[src/rtl/timer_tick_gen_pkg.sv]
package timer_tick_gen_pkg;

    // State of the external edge detector: last seen level of the synced input.
    typedef enum logic {
        EDGE_LOW  = 1'b0,
        EDGE_HIGH = 1'b1
    } edge_state_e;

    // Clamp a selector code to a post-divider shift amount.
    function automatic int unsigned code_to_shift(
        input int unsigned code,
        input int unsigned base,
        input int unsigned max_log2
    );
        int unsigned s;
        s = code + base;
        if (s > max_log2) s = max_log2;
        return s;
    endfunction

endpackage

[src/rtl/tick_prescale.sv]
module tick_prescale #(
    parameter int PRE_W = 8
) (
    input  logic             clk,
    input  logic             rst_n,
    input  logic [PRE_W-1:0] reload_i,
    output logic             strobe_o
);

    logic [PRE_W-1:0] cnt_q;
    logic [PRE_W-1:0] limit_q;

    // Terminal count: the limit is reloaded only here, so a new value never
    // cuts the running count short.
    assign strobe_o = (cnt_q == limit_q);

    always_ff @(posedge clk) begin
        if (!rst_n) begin
            cnt_q   <= '0;
            limit_q <= '0;
        end else if (strobe_o) begin
            cnt_q   <= '0;
            limit_q <= reload_i;
        end else begin
            cnt_q   <= cnt_q + 1'b1;
        end
    end

endmodule

[src/rtl/tick_ext_edge.sv]
module tick_ext_edge
    import timer_tick_gen_pkg::*;
(
    input  logic clk,
    input  logic rst_n,
    input  logic async_i,
    output logic pulse_o
);

    logic        meta_q;
    logic        sync_q;
    edge_state_e state_q;
    edge_state_e state_d;

    // Two-flop synchroniser.
    always_ff @(posedge clk) begin
        if (!rst_n) begin
            meta_q <= 1'b0;
            sync_q <= 1'b0;
        end else begin
            meta_q <= async_i;
            sync_q <= meta_q;
        end
    end

    // State register.
    always_ff @(posedge clk) begin
        if (!rst_n) state_q <= EDGE_LOW;
        else        state_q <= state_d;
    end

    // Next state and output.
    always_comb begin
        state_d = state_q;
        pulse_o = 1'b0;
        unique case (state_q)
            EDGE_LOW: begin
                if (sync_q) begin
                    state_d = EDGE_HIGH;
                    pulse_o = 1'b1;
                end
            end
            EDGE_HIGH: begin
                if (!sync_q) state_d = EDGE_LOW;
            end
        endcase
    end

endmodule

[src/rtl/tick_postdiv.sv]
module tick_postdiv
    import timer_tick_gen_pkg::*;
#(
    parameter int                  SEL_W        = 4,
    parameter int                  DIV_BASE     = 1,
    parameter int                  MAX_DIV_LOG2 = 4,
    parameter logic [2**SEL_W-1:0] EXT_MASK     = 16'h0010
) (
    input  logic             clk,
    input  logic             rst_n,
    input  logic             strobe_i,
    input  logic             ext_pulse_i,
    input  logic [SEL_W-1:0] sel_i,
    output logic             tick_o,
    output logic             is_ext_o
);

    localparam int CNT_W = (MAX_DIV_LOG2 > 0) ? MAX_DIV_LOG2 : 1;
    localparam int SH_W  = $clog2(MAX_DIV_LOG2 + 1) > 0 ? $clog2(MAX_DIV_LOG2 + 1) : 1;
    localparam logic [CNT_W-1:0] ONES = '1;
    localparam logic [SH_W-1:0]  RESET_SHIFT =
        SH_W'(code_to_shift(0, DIV_BASE, MAX_DIV_LOG2));

    logic [CNT_W-1:0] cnt_q;
    logic [SH_W-1:0]  shift_q;
    logic [SH_W-1:0]  shift_new;
    logic [CNT_W-1:0] last_idx;
    logic             wrap;

    assign shift_new = SH_W'(code_to_shift(int'(sel_i), DIV_BASE, MAX_DIV_LOG2));
    assign last_idx  = ~(ONES << shift_q);
    assign wrap      = strobe_i && (cnt_q == last_idx);
    assign is_ext_o  = EXT_MASK[sel_i];

    // The divider keeps counting in external mode, so a return to divider
    // mode resumes a consistent phase.
    always_ff @(posedge clk) begin
        if (!rst_n) begin
            cnt_q   <= '0;
            shift_q <= RESET_SHIFT;
        end else if (wrap) begin
            cnt_q   <= '0;
            shift_q <= shift_new;
        end else if (strobe_i) begin
            cnt_q   <= cnt_q + 1'b1;
        end
    end

    assign tick_o = is_ext_o ? ext_pulse_i : wrap;

endmodule

[src/rtl/timer_tick_gen.sv]
module timer_tick_gen #(
    parameter int                  NUM_CH       = 5,
    parameter int                  NUM_PRE      = 2,
    parameter int                  GRP_SPLIT    = 2,
    parameter int                  PRE_W        = 8,
    parameter int                  SEL_W        = 4,
    parameter int                  DIV_BASE     = 1,
    parameter int                  MAX_DIV_LOG2 = 4,
    parameter logic [2**SEL_W-1:0] EXT_MASK     = 16'h0010,
    localparam int PRE_REG_W = NUM_PRE * PRE_W,
    localparam int SEL_REG_W = NUM_CH * SEL_W,
    localparam int WORD_W    = (PRE_REG_W > SEL_REG_W) ? PRE_REG_W : SEL_REG_W
) (
    input  logic               clk,
    input  logic               rst_n,
    input  logic               cfg_wr_en,
    input  logic               cfg_addr,
    input  logic [WORD_W-1:0]  cfg_wdata,
    output logic [WORD_W-1:0]  cfg_rdata,
    input  logic [NUM_PRE-1:0] ext_tick_in,
    output logic [NUM_CH-1:0]  tick_en_o
);

    logic [PRE_REG_W-1:0] pre_q;
    logic [SEL_REG_W-1:0] sel_q;
    logic [NUM_PRE-1:0]   pre_strobe;
    logic [NUM_PRE-1:0]   ext_pulse;
    logic [NUM_CH-1:0]    ch_is_ext;

    // Configuration words.
    always_ff @(posedge clk) begin
        if (!rst_n) begin
            pre_q <= '0;
            sel_q <= '0;
        end else if (cfg_wr_en) begin
            if (cfg_addr) sel_q <= cfg_wdata[SEL_REG_W-1:0];
            else          pre_q <= cfg_wdata[PRE_REG_W-1:0];
        end
    end

    assign cfg_rdata = cfg_addr ? WORD_W'(sel_q) : WORD_W'(pre_q);

    // One prescaler and one external edge detector per group.
    for (genvar g = 0; g < NUM_PRE; g++) begin : g_grp
        tick_prescale #(.PRE_W(PRE_W)) pre_i (
            .clk      (clk),
            .rst_n    (rst_n),
            .reload_i (pre_q[g*PRE_W +: PRE_W]),
            .strobe_o (pre_strobe[g])
        );
        tick_ext_edge ext_i (
            .clk     (clk),
            .rst_n   (rst_n),
            .async_i (ext_tick_in[g]),
            .pulse_o (ext_pulse[g])
        );
    end

    // Per-channel post-divider and source select.
    for (genvar c = 0; c < NUM_CH; c++) begin : g_ch
        localparam int GRP = (c < GRP_SPLIT) ? 0 : 1;
        tick_postdiv #(
            .SEL_W        (SEL_W),
            .DIV_BASE     (DIV_BASE),
            .MAX_DIV_LOG2 (MAX_DIV_LOG2),
            .EXT_MASK     (EXT_MASK)
        ) div_i (
            .clk         (clk),
            .rst_n       (rst_n),
            .strobe_i    (pre_strobe[GRP]),
            .ext_pulse_i (ext_pulse[GRP]),
            .sel_i       (sel_q[c*SEL_W +: SEL_W]),
            .tick_o      (tick_en_o[c]),
            .is_ext_o    (ch_is_ext[c])
        );
    end

endmodule

[config.mk]
export PLATFORM = sky130hd
export DESIGN_NAME = timer_tick_gen
export DESIGN_NICKNAME = d
export VERILOG_FILES = /design/src/rtl/timer_tick_gen_pkg.sv /design/src/rtl/tick_prescale.sv /design/src/rtl/tick_ext_edge.sv /design/src/rtl/tick_postdiv.sv /design/src/rtl/timer_tick_gen.sv
export SDC_FILE = /design/constraint.sdc
export NUM_CORES = 1
export LEC_CHECK = 0
export ABC_CLOCK_PERIOD_IN_PS = 3200
export BUFFER_PORTS_ARGS = -buffer_cell sky130_fd_sc_hd__buf_2
export CORE_ASPECT_RATIO = 0.9
export CORE_MARGIN = 4
export CORE_UTILIZATION = 50
export CTS_CLUSTER_SIZE = 12
export DETAILED_ROUTE_END_ITERATION = 8
export GPL_ROUTABILITY_DRIVEN = 0
export PLACE_DENSITY = 0.73
export SYNTH_ARGS = -nofsm -noshare
export SYNTH_HDL_FRONTEND = slang
export SYNTH_HIERARCHICAL = 1
export SYNTH_SLANG_ARGS = --single-unit
[constraint.sdc]
create_clock -name clk -period 3.2 [get_ports clk]
set_input_delay 0.32 -clock clk [delete_from_list [all_inputs] [get_ports clk]]
set_output_delay 0.32 -clock clk [all_outputs]
set_load 0.05 [all_outputs]
Yosys cells after proc, flatten, opt, wreduce, memory -nomap -nowiden
Memories as Yosys holds them, arrays and structs flattened. A register that Yosys moved wholly into a read port is not among the register bits. Index checks and enable logic that the tools add are counted.

Memories kept: 5. Memory bits (read-only): 80. Input bits: 26. Logic and storage cells: 112. Bits in registers: 109. Output and inout port bits: 25.

$add $sub $neg: 12. Reductions and logical operators: 14. Shift-type cells: 5. $lt $le $gt $ge: 10. Multiplexer cells: 30. Bitwise logic cells: 7. Equality and inequality tests: 7.

Memory list: (no name shown) (words 16, width 1, rd ports 1, clocked after memory_dff 1, wr ports 0, line tick_postdiv.sv:33) `assign is_ext_o = EXT_MASK[sel_i];`; (no name shown) (words 16, width 1, rd ports 1, clocked after memory_dff 1, wr ports 0, line tick_postdiv.sv:33); (no name shown) (words 16, width 1, rd ports 1, clocked after memory_dff 1, wr ports 0, line tick_postdiv.sv:33); (no name shown) (words 16, width 1, rd ports 1, clocked after memory_dff 1, wr ports 0, line tick_postdiv.sv:33); (no name shown) (words 16, width 1, rd ports 1, clocked after memory_dff 1, wr ports 0, line tick_postdiv.sv:33).

Operator list (number): 4-bit two-way mux (10); 4-bit by 1-bit adder with 5-bit output (second input constant) (5); 5-bit by 3-bit > comparator with 1-bit output (second input constant) (5); 4-bit by 5-bit < comparator with 1-bit output (second input constant) (5); 4-bit by 1-bit adder with 4-bit output (second input constant) (5); 4-bit == test (5); 20-bit two-way mux (1); 4-bit NOT (5); 4-bit by 3-bit << shifter with 4-bit output (first input constant) (5); 8-bit by 1-bit adder with 8-bit output (second input constant) (2); 8-bit == test (2); 3-bit two-way mux (5); 1-bit two-way mux (14); 2-bit OR reduction (7); 1-bit logical AND (5); 2-bit AND reduction (2); 1-bit NOT (2).

Logic depth before layout (Yosys ltp)
Gate-level depths: netlist of run 1.

Depth in word-level cells: 5. Gate-level depth with buffers: 8. Depth with buffers taken out: 7.

By module
The synthesis of run 1 kept the hierarchy.

By module, submodules not included: tick_postdiv (sequential area each 140.1 um^2, area each 544.3 um^2, instances 5, cells each 62); timer_tick_gen (sequential area each 720.7 um^2, area each 1600.3 um^2, instances 1, cells each 163); tick_prescale (sequential area each 320.3 um^2, area each 740.7 um^2, instances 2, cells each 75); tick_ext_edge (sequential area each 60.1 um^2, area each 92.6 um^2, instances 2, cells each 7).

Worst setup path after synthesis of run 1
No wires, ideal clock.

Kind: reg2out. Start point: reg g_grp[1].pre_i.cnt_q[3]. End point: out tick_en_o[2]. Required time: 2.880 ns. Arrival time: 1.900 ns. Buffers on the path: 1. Setup slack: 0.980 ns. Cell stages (with the launch flop): 8. Path through: dfxtp_1 -> xnor2_1 -> nand4_1 -> nor2_4 -> buf_8 -> inv_1 -> a221oi_4 -> mux2_2.

Cells in the longest elaborated chain, start to end: 3.

RTL lines: from (decl) (line tick_prescale.sv:10) `logic [PRE_W-1:0] cnt_q;`; from (signal assigned) (line tick_prescale.sv:25) `cnt_q <= cnt_q + 1'b1;`; 8-bit == test (line tick_prescale.sv:15) `assign strobe_o = (cnt_q == limit_q);`; via pre_strobe[1] (line timer_tick_gen.sv:26) `logic [NUM_PRE-1:0] pre_strobe;`; 1-bit logical AND (line tick_postdiv.sv:32) `assign wrap = strobe_i && (cnt_q == last_idx);`; 1-bit two-way mux (line tick_postdiv.sv:49) `assign tick_o = is_ext_o ? ext_pulse_i : wrap;`; to (decl) (line timer_tick_gen.sv:21) `output logic [NUM_CH-1:0] tick_en_o`.

The timed path passes the listed nets, and every way through them passes these cells.

Worst setup path in the final report of run 1
Start point: reg g_grp[0].pre_i.cnt_q[3]. End point: out tick_en_o[0].

Cells in the longest elaborated chain, start to end: 3.

RTL lines (line): from (decl) (tick_prescale.sv:10); from (signal assigned) (tick_prescale.sv:25); 8-bit == test (tick_prescale.sv:15); via pre_strobe[0] (timer_tick_gen.sv:26); 1-bit logical AND (tick_postdiv.sv:32); 1-bit two-way mux (tick_postdiv.sv:49).

The timed path passes the listed nets, and every way through them passes these cells.

==> impl_metrics.toml, run 1 <==
[outcome]
status = "finished clean"

[detailed_routing]
drtIter0Drc = 250
drc = 0
wirelength_um = 12000
ant_nets = 0
vias_per_cell = 5.36
drtPass1Iterations = 4
num_vias = 4511
wire_per_inst_um = 14.3

[critical_path]
crit_arrival_ps = 2490
rrSetupSlack_ps = 1130
reg2reg_from = "g_grp[1].pre_i/cnt_q[3]"
r2r-end = "g_ch[3].div_i/shift_q[0]"
crit_path_end_kind = "output pin"
reg2reg_depth = 7
start_kind = "flop"
worstSetupPathType = "reg -> out"
critPathMaxFanout = 16
crit_required_ps = 2880

[min_path]
whs_path_depth = 2
min_to = "g_grp[1].ext_i/meta_q"
hold_class = "in -> reg"
hp-start = "ext_tick_in[1]"

[layout]
nNetsFinal = 729
fill_cells = 1025
final_cells = 842
n_antenna_cell = 0
area_growth_pct = 10.5
drive_gt1_frac = 0.208

[global_routing]
grt_use_total = 0.181
grt_first_pass_wirelength_um = 20600
grt_overflow = 0
grt_max_degree = 85
antenna_found_initial = 0
grt_pass1_vias = 4481

[timing]
fin_setup_tns_ps = 0
setup_viol = 0
fin_crit_sh = 0.878
fmax_ghz = 0.356
rsz0062_at_grt = "no"
min_period_ps = 2810
finalHoldViolCount = 0
skew_ps = 7.80
max_slew_margin = 0.574
tightest_slew_ps = 640
maxSlewViolCount = 0
hold_ws_ps = 165

[place]
place_inst = 826
dp_hpwl_um = 8310
io_buffer_count = 50

[floorplan]
ioPinCount = 51
die_w_um = 123
die_area_mm2 = 0.0138
die_h_um = 112
start_util = 0.517
rows = 37
core_mm2 = 0.0116

[yosys]
yosysWarnings = 6
ys_types = 43
synth_edf_count = 0
async_flop_share = 0
synth_fp_nets = 685
syn-cell-area_mm2 = 0.00599
synth_top_area_cell = "dfxtp_1"
syn_inst = 637
synth.top_cell.area_share = 0.364
yosysSeqAreaShare = 0.364
ys_ff_latch = 109
yosys_most_used_dff = "dfxtp_1"
syn_avg_cell_area_um2 = 9.40
netlist_top_cells_area = "dfxtp_1 (36%), mux2i_1 (9.7%), nand2_1 (7.1%)"

[power]
ir_drop_mv = 0.302
cellPowerDensity_mw_per_mm2 = 679
p_leak_uw = 0.00270

[clock_tree]
numCtsBuffers = 9
post_cts_resize_count = 0
hold_buffers = 0
clock_path_buffers = 2
post_cts_buffers = 0
h-tree-depth = 3
cts_tree = "yes"
clock_sinks = 109
insertion_delay_ps = 350
clk_pin_slew_ps = 70
clock-root-buffer = "clkbuf_16"

[run]
drv_cap = 0
power breakdown:
part,switching [uW],leakage [uW],internal [uW],total [uW]
registers,198,0.000887,1510,1710
logic,999,0.00168,739,1740
clock network,510,0.000132,531,1040
Yosys cell counts, types with 3 or more instances:
library cell / n
nor3_1: 5
a21o_2: 5
mux2_2: 21
o31a_2: 5
and4b_1: 10
nor2_1: 30
ha_1: 22
a21oi_1: 10
nand3_1: 14
mux2i_1: 58
a32o_1: 5
o22ai_1: 5
xor2_1: 16
xnor2_1: 32
nand2b_1: 5
and3_1: 7
a22oi_1: 5
buf_4: 3
buf_2: 6
nor3b_1: 19
inv_1: 20
a21boi_0: 5
a32oi_1: 5
clkbuf_1: 10
nand4_1: 20
nand2_1: 114
a22o_2: 5
a31o_2: 5
dfxtp_1: 109
and4bb_2: 5
o21ai_0: 14
or3_4: 5
and2_1: 13
o21ai_2: 5
a221oi_4: 5
cell usage in the layout (no fill, tap or decap), types with 5 or more instances in the layout:
master	count
a32o_1	5
a32oi_1	5
mux2i_1	58
inv_1	20
mux2_2	21
nand2b_1	5
a21boi_0	5
clkbuf_16	9
nand4_1	20
o21ai_0	14
o31a_2	5
nor3b_1	19
nand2_1	114
a21o_2	5
buf_2	49
and2_1	13
buf_4	7
o21ai_2	5
a22oi_1	5
xnor2_1	32
and3_1	7
and4bb_2	5
a221oi_4	5
a31o_2	5
dfxtp_1	109
o22ai_1	5
nor3_1	5
or3_4	5
nor2_1	30
a22o_2	5
ha_1	22
xor2_1	16
and4b_1	10
nand3_1	14
a21oi_1	10
cell families after synthesis:
kind of cell	synth area share
compound gates	0.114
xor+xnor	0.0702
simple gates	0.229
fa+ha+maj	0.0460
mux	0.136
flops	0.364
buf+inv	0.0397
metrics by stage:
| stage | cell area, um2 | power (uW) | util | setup WS [ps] |
|---|---|---|---|---|
| after floorplan | 5990 | 3170 | - | 980 |
| after global placement | 6340 | 3410 | 0.548 | 844 |
| after detailed placement | 6340 | 3470 | 0.548 | 760 |
| after CTS | 6620 | 4520 | 0.572 | 371 |
| after global routing | 6620 | 4770 | 0.572 | 203 |
| final | 6620 | 4490 | 0.572 | 389 |
metal layers:
layer / wire (um) / share of wire / vias up / track usage
li1: - / - / 2339 / -
met4: 200 / 0.017 / 0 / 0.0635
met1: 5790 / 0.48 / 2097 / 0.239
met2: 5670 / 0.47 / 58 / 0.292
met5: 0 / 0 / - / 0
met3: 359 / 0.030 / 17 / 0.0391
area by class of cell:
type                       instances  area, um2  area share
clock buffer                       9        225      0.0340
clock inverter                     7       51.3     0.00775
inverter                          20       75.1      0.0113
multi-input combinational        484       3570       0.539
sequential                       109       2180       0.330
tap                              156        195      0.0295
timing repair buffer              57        318      0.0480
flip-flops by register name, summed over array words and instances, names as in the netlist:
register             flops
sel_q                   20
g_grp.ext_i/sync_q       2
g_grp.ext_i/meta_q       2
g_grp.pre_i/cnt_q       16
g_grp.ext_i/state_q      2
g_grp.pre_i/limit_q     16
g_ch.div_i/cnt_q        20
g_ch.div_i/shift_q      15
pre_q                   16
how the worst max path moves through the flow:
stage / from / endpoint / cells past startpoint
5_1_grt: g_grp[1].pre_i/cnt_q[3] / tick_en_o[3] / 7
2_1_floorplan: g_grp[1].pre_i/cnt_q[3] / tick_en_o[2] / 7
4_1_cts: g_grp[0].pre_i/cnt_q[3] / tick_en_o[1] / 7
3_3_place_gp: g_grp[1].pre_i/cnt_q[4] / tick_en_o[4] / 7
6_report: g_grp[0].pre_i/cnt_q[3] / tick_en_o[0] / 7
3_5_place_dp: g_grp[0].pre_i/cnt_q[3] / tick_en_o[1] / 7
worst max-delay path, stage by stage (launching register included):
cell and delay, ps:
dfxtp_1 430, xnor2_1 150, nand4_1 160, nor2_4 360, inv_1 160, a221oi_4 380, mux2_2 240, buf_2 260
Note: power is estimated with default switching activity, not from simulation.
==> inputs of run 2 (changes only) <==
ABC_CLOCK_PERIOD_IN_PS = 2400   (was 3200)
PLACE_DENSITY = 0.75   (was 0.73)
clock period = 2.4 ns   (was 3.2 ns; I/O delays follow)
==> impl_metrics.toml, run 2 (synthesized netlist as in run 1, its figures left out) <==
[layout]
layout_common_cells = "nand2_1 (114), dfxtp_1 (103), mux2i_1 (58), buf_2 (44), xnor2_1 (32)"
nNetsFinal = 738
area_growth_pct = 12.2
final_common_cell = "nand2_1"
n_antenna_cell = 0
final_cell_area_mm2 = 0.00672
drive_gt1_frac = 0.227
top_regs = "g_ch.div_i/cnt_q x20, sel_q x20"

[timing]
min_period_ps = 2310
setup_viol = 0
max_slew_margin = 0.600
rsz0062_at_grt = "no"
fin_crit_sh = 0.961
maxSlewViolCount = 0
tightest_slew_ps = 600
finalHoldViolCount = 0
fin_setup_tns_ps = 0
fmax_ghz = 0.434
skew_ps = 7.62

[floorplan]
rows = 37
die_area_mm2 = 0.0138
die_h_um = 112
core_mm2 = 0.0116
start_util = 0.517
ioPinCount = 51
die_w_um = 123

[critical_path]
worstSetupPathType = "reg -> out"
crit_chain = "xnor2_1 -> nand4_1 -> nor2_4 -> inv_1 -> a221oi_4 -> mux2_2 -> clkbuf_4"
crit_arrival_ps = 2070
slowest_stage = "dfxtp_2"
cp_slowest_stage_delay_ps = 350
crit_path_end_kind = "output pin"
start_kind = "flop"
crit_required_ps = 2160
critPathMaxFanout = 7

[detailed_routing]
drtPass1Iterations = 4
drtIter0Drc = 237
wirelength_um = 12200
wire_per_inst_um = 14.3
drc = 0
vias_per_cell = 5.45
num_vias = 4639
ant_nets = 0

[outcome]
status = "finished clean"

[global_routing]
grt_max_degree = 99
grt_pass1_vias = 4639
grt_first_pass_wirelength_um = 20900
grt_use_total = 0.182
grt_overflow = 0
antenna_found_initial = 0

[clock_tree]
clk_pin_slew_ps = 70
numCtsBuffers = 9
insertion_delay_ps = 350
h-tree-depth = 3
cts_tree = "yes"
hold_buffers = 0
clock-root-buffer = "clkbuf_16"
clock_path_buffers = 2
clock_sinks = 109

[power]
p_leak_uw = 0.00276
ir_drop_mv = 0.479
cellPowerDensity_mw_per_mm2 = 928

[place]
dp_hpwl_um = 8540
io_buffer_count = 50
place_area_mm2 = 0.00640

[run]
drv_cap = 0

[min_path]
hold_class = "in -> reg"
==> run 2: changes by cell type in the layout (fill, tap and decap cells not counted), moves of 2 or more <==
cell / previous run / this run
buf_2: 49 / 44
dfxtp_1: 109 / 103
clkbuf_4: 0 / 5
dfxtp_2: 0 / 6
buf_4: 7 / 15
clkbuf_8: 0 / 2
clkinv_4: 2 / 0
==> run 2: power breakdown <==
part | internal [uW] | switching, uW
combinational | 1150 | 1400
sequential | 2020 | 264
clock | 756 | 641
total | 3930 | 2310
==> run 2: worst max-delay path: cells and delay by family (launching register included) <==
family          cells  cell delay (ps)
mux                 1              190
simple gates        2              420
compound gates      1              220
buf+inv             2              360
xor+xnor            1              180
flops               1              350
==> run 2: worst paths after layout <==
check	to	start	slack [ps]	cells after the start
setup / recovery	tick_en_o[3]	g_grp[1].pre_i/cnt_q[3]	90	7
hold / removal	g_grp[0].ext_i/meta_q	ext_tick_in[0]	100	2
setup reg to reg	g_ch[3].div_i/cnt_q[2]	g_grp[1].pre_i/cnt_q[3]	560	7
hold reg to reg	g_grp[0].ext_i/sync_q	g_grp[0].ext_i/meta_q	440	1
==> run 2: per-stage QoR <==
step	total power, uW	cells	worst slack [ps]	hold WS, ps	util
after floorplan	4230	637	260	362	-
after global placement	4690	833	364	422	0.553
after detailed placement	4780	833	316	425	0.553
after CTS	6210	850	23.1	90.8	0.578
after global routing	6590	851	1.87	94.1	0.580
final	6230	851	93.9	96.0	0.580
==> run 2: metal layers <==
layer  global-route usage  wire length, um
met1                0.216             5500
met2                0.330             6150
met3               0.0462              424
met4               0.0362              111
met5                    0                0
==> run 2: cell type report <==
type	instances	area [um2]
clock buffer	12	256
clock inverter	4	22.5
fill	1005	4860
inverter	20	75.1
multi-input combinational	484	3570
sequential	109	2190
tap	156	195
timing repair buffer	66	410
==> run 2: what timing repair did <==
item / 4_1_cts / 5_1_grt
endpoints found under the setup margin: 3 / 5
pin swaps: 1 / 1
resized for setup: 0 / 12
buffers inserted: 1 / 1
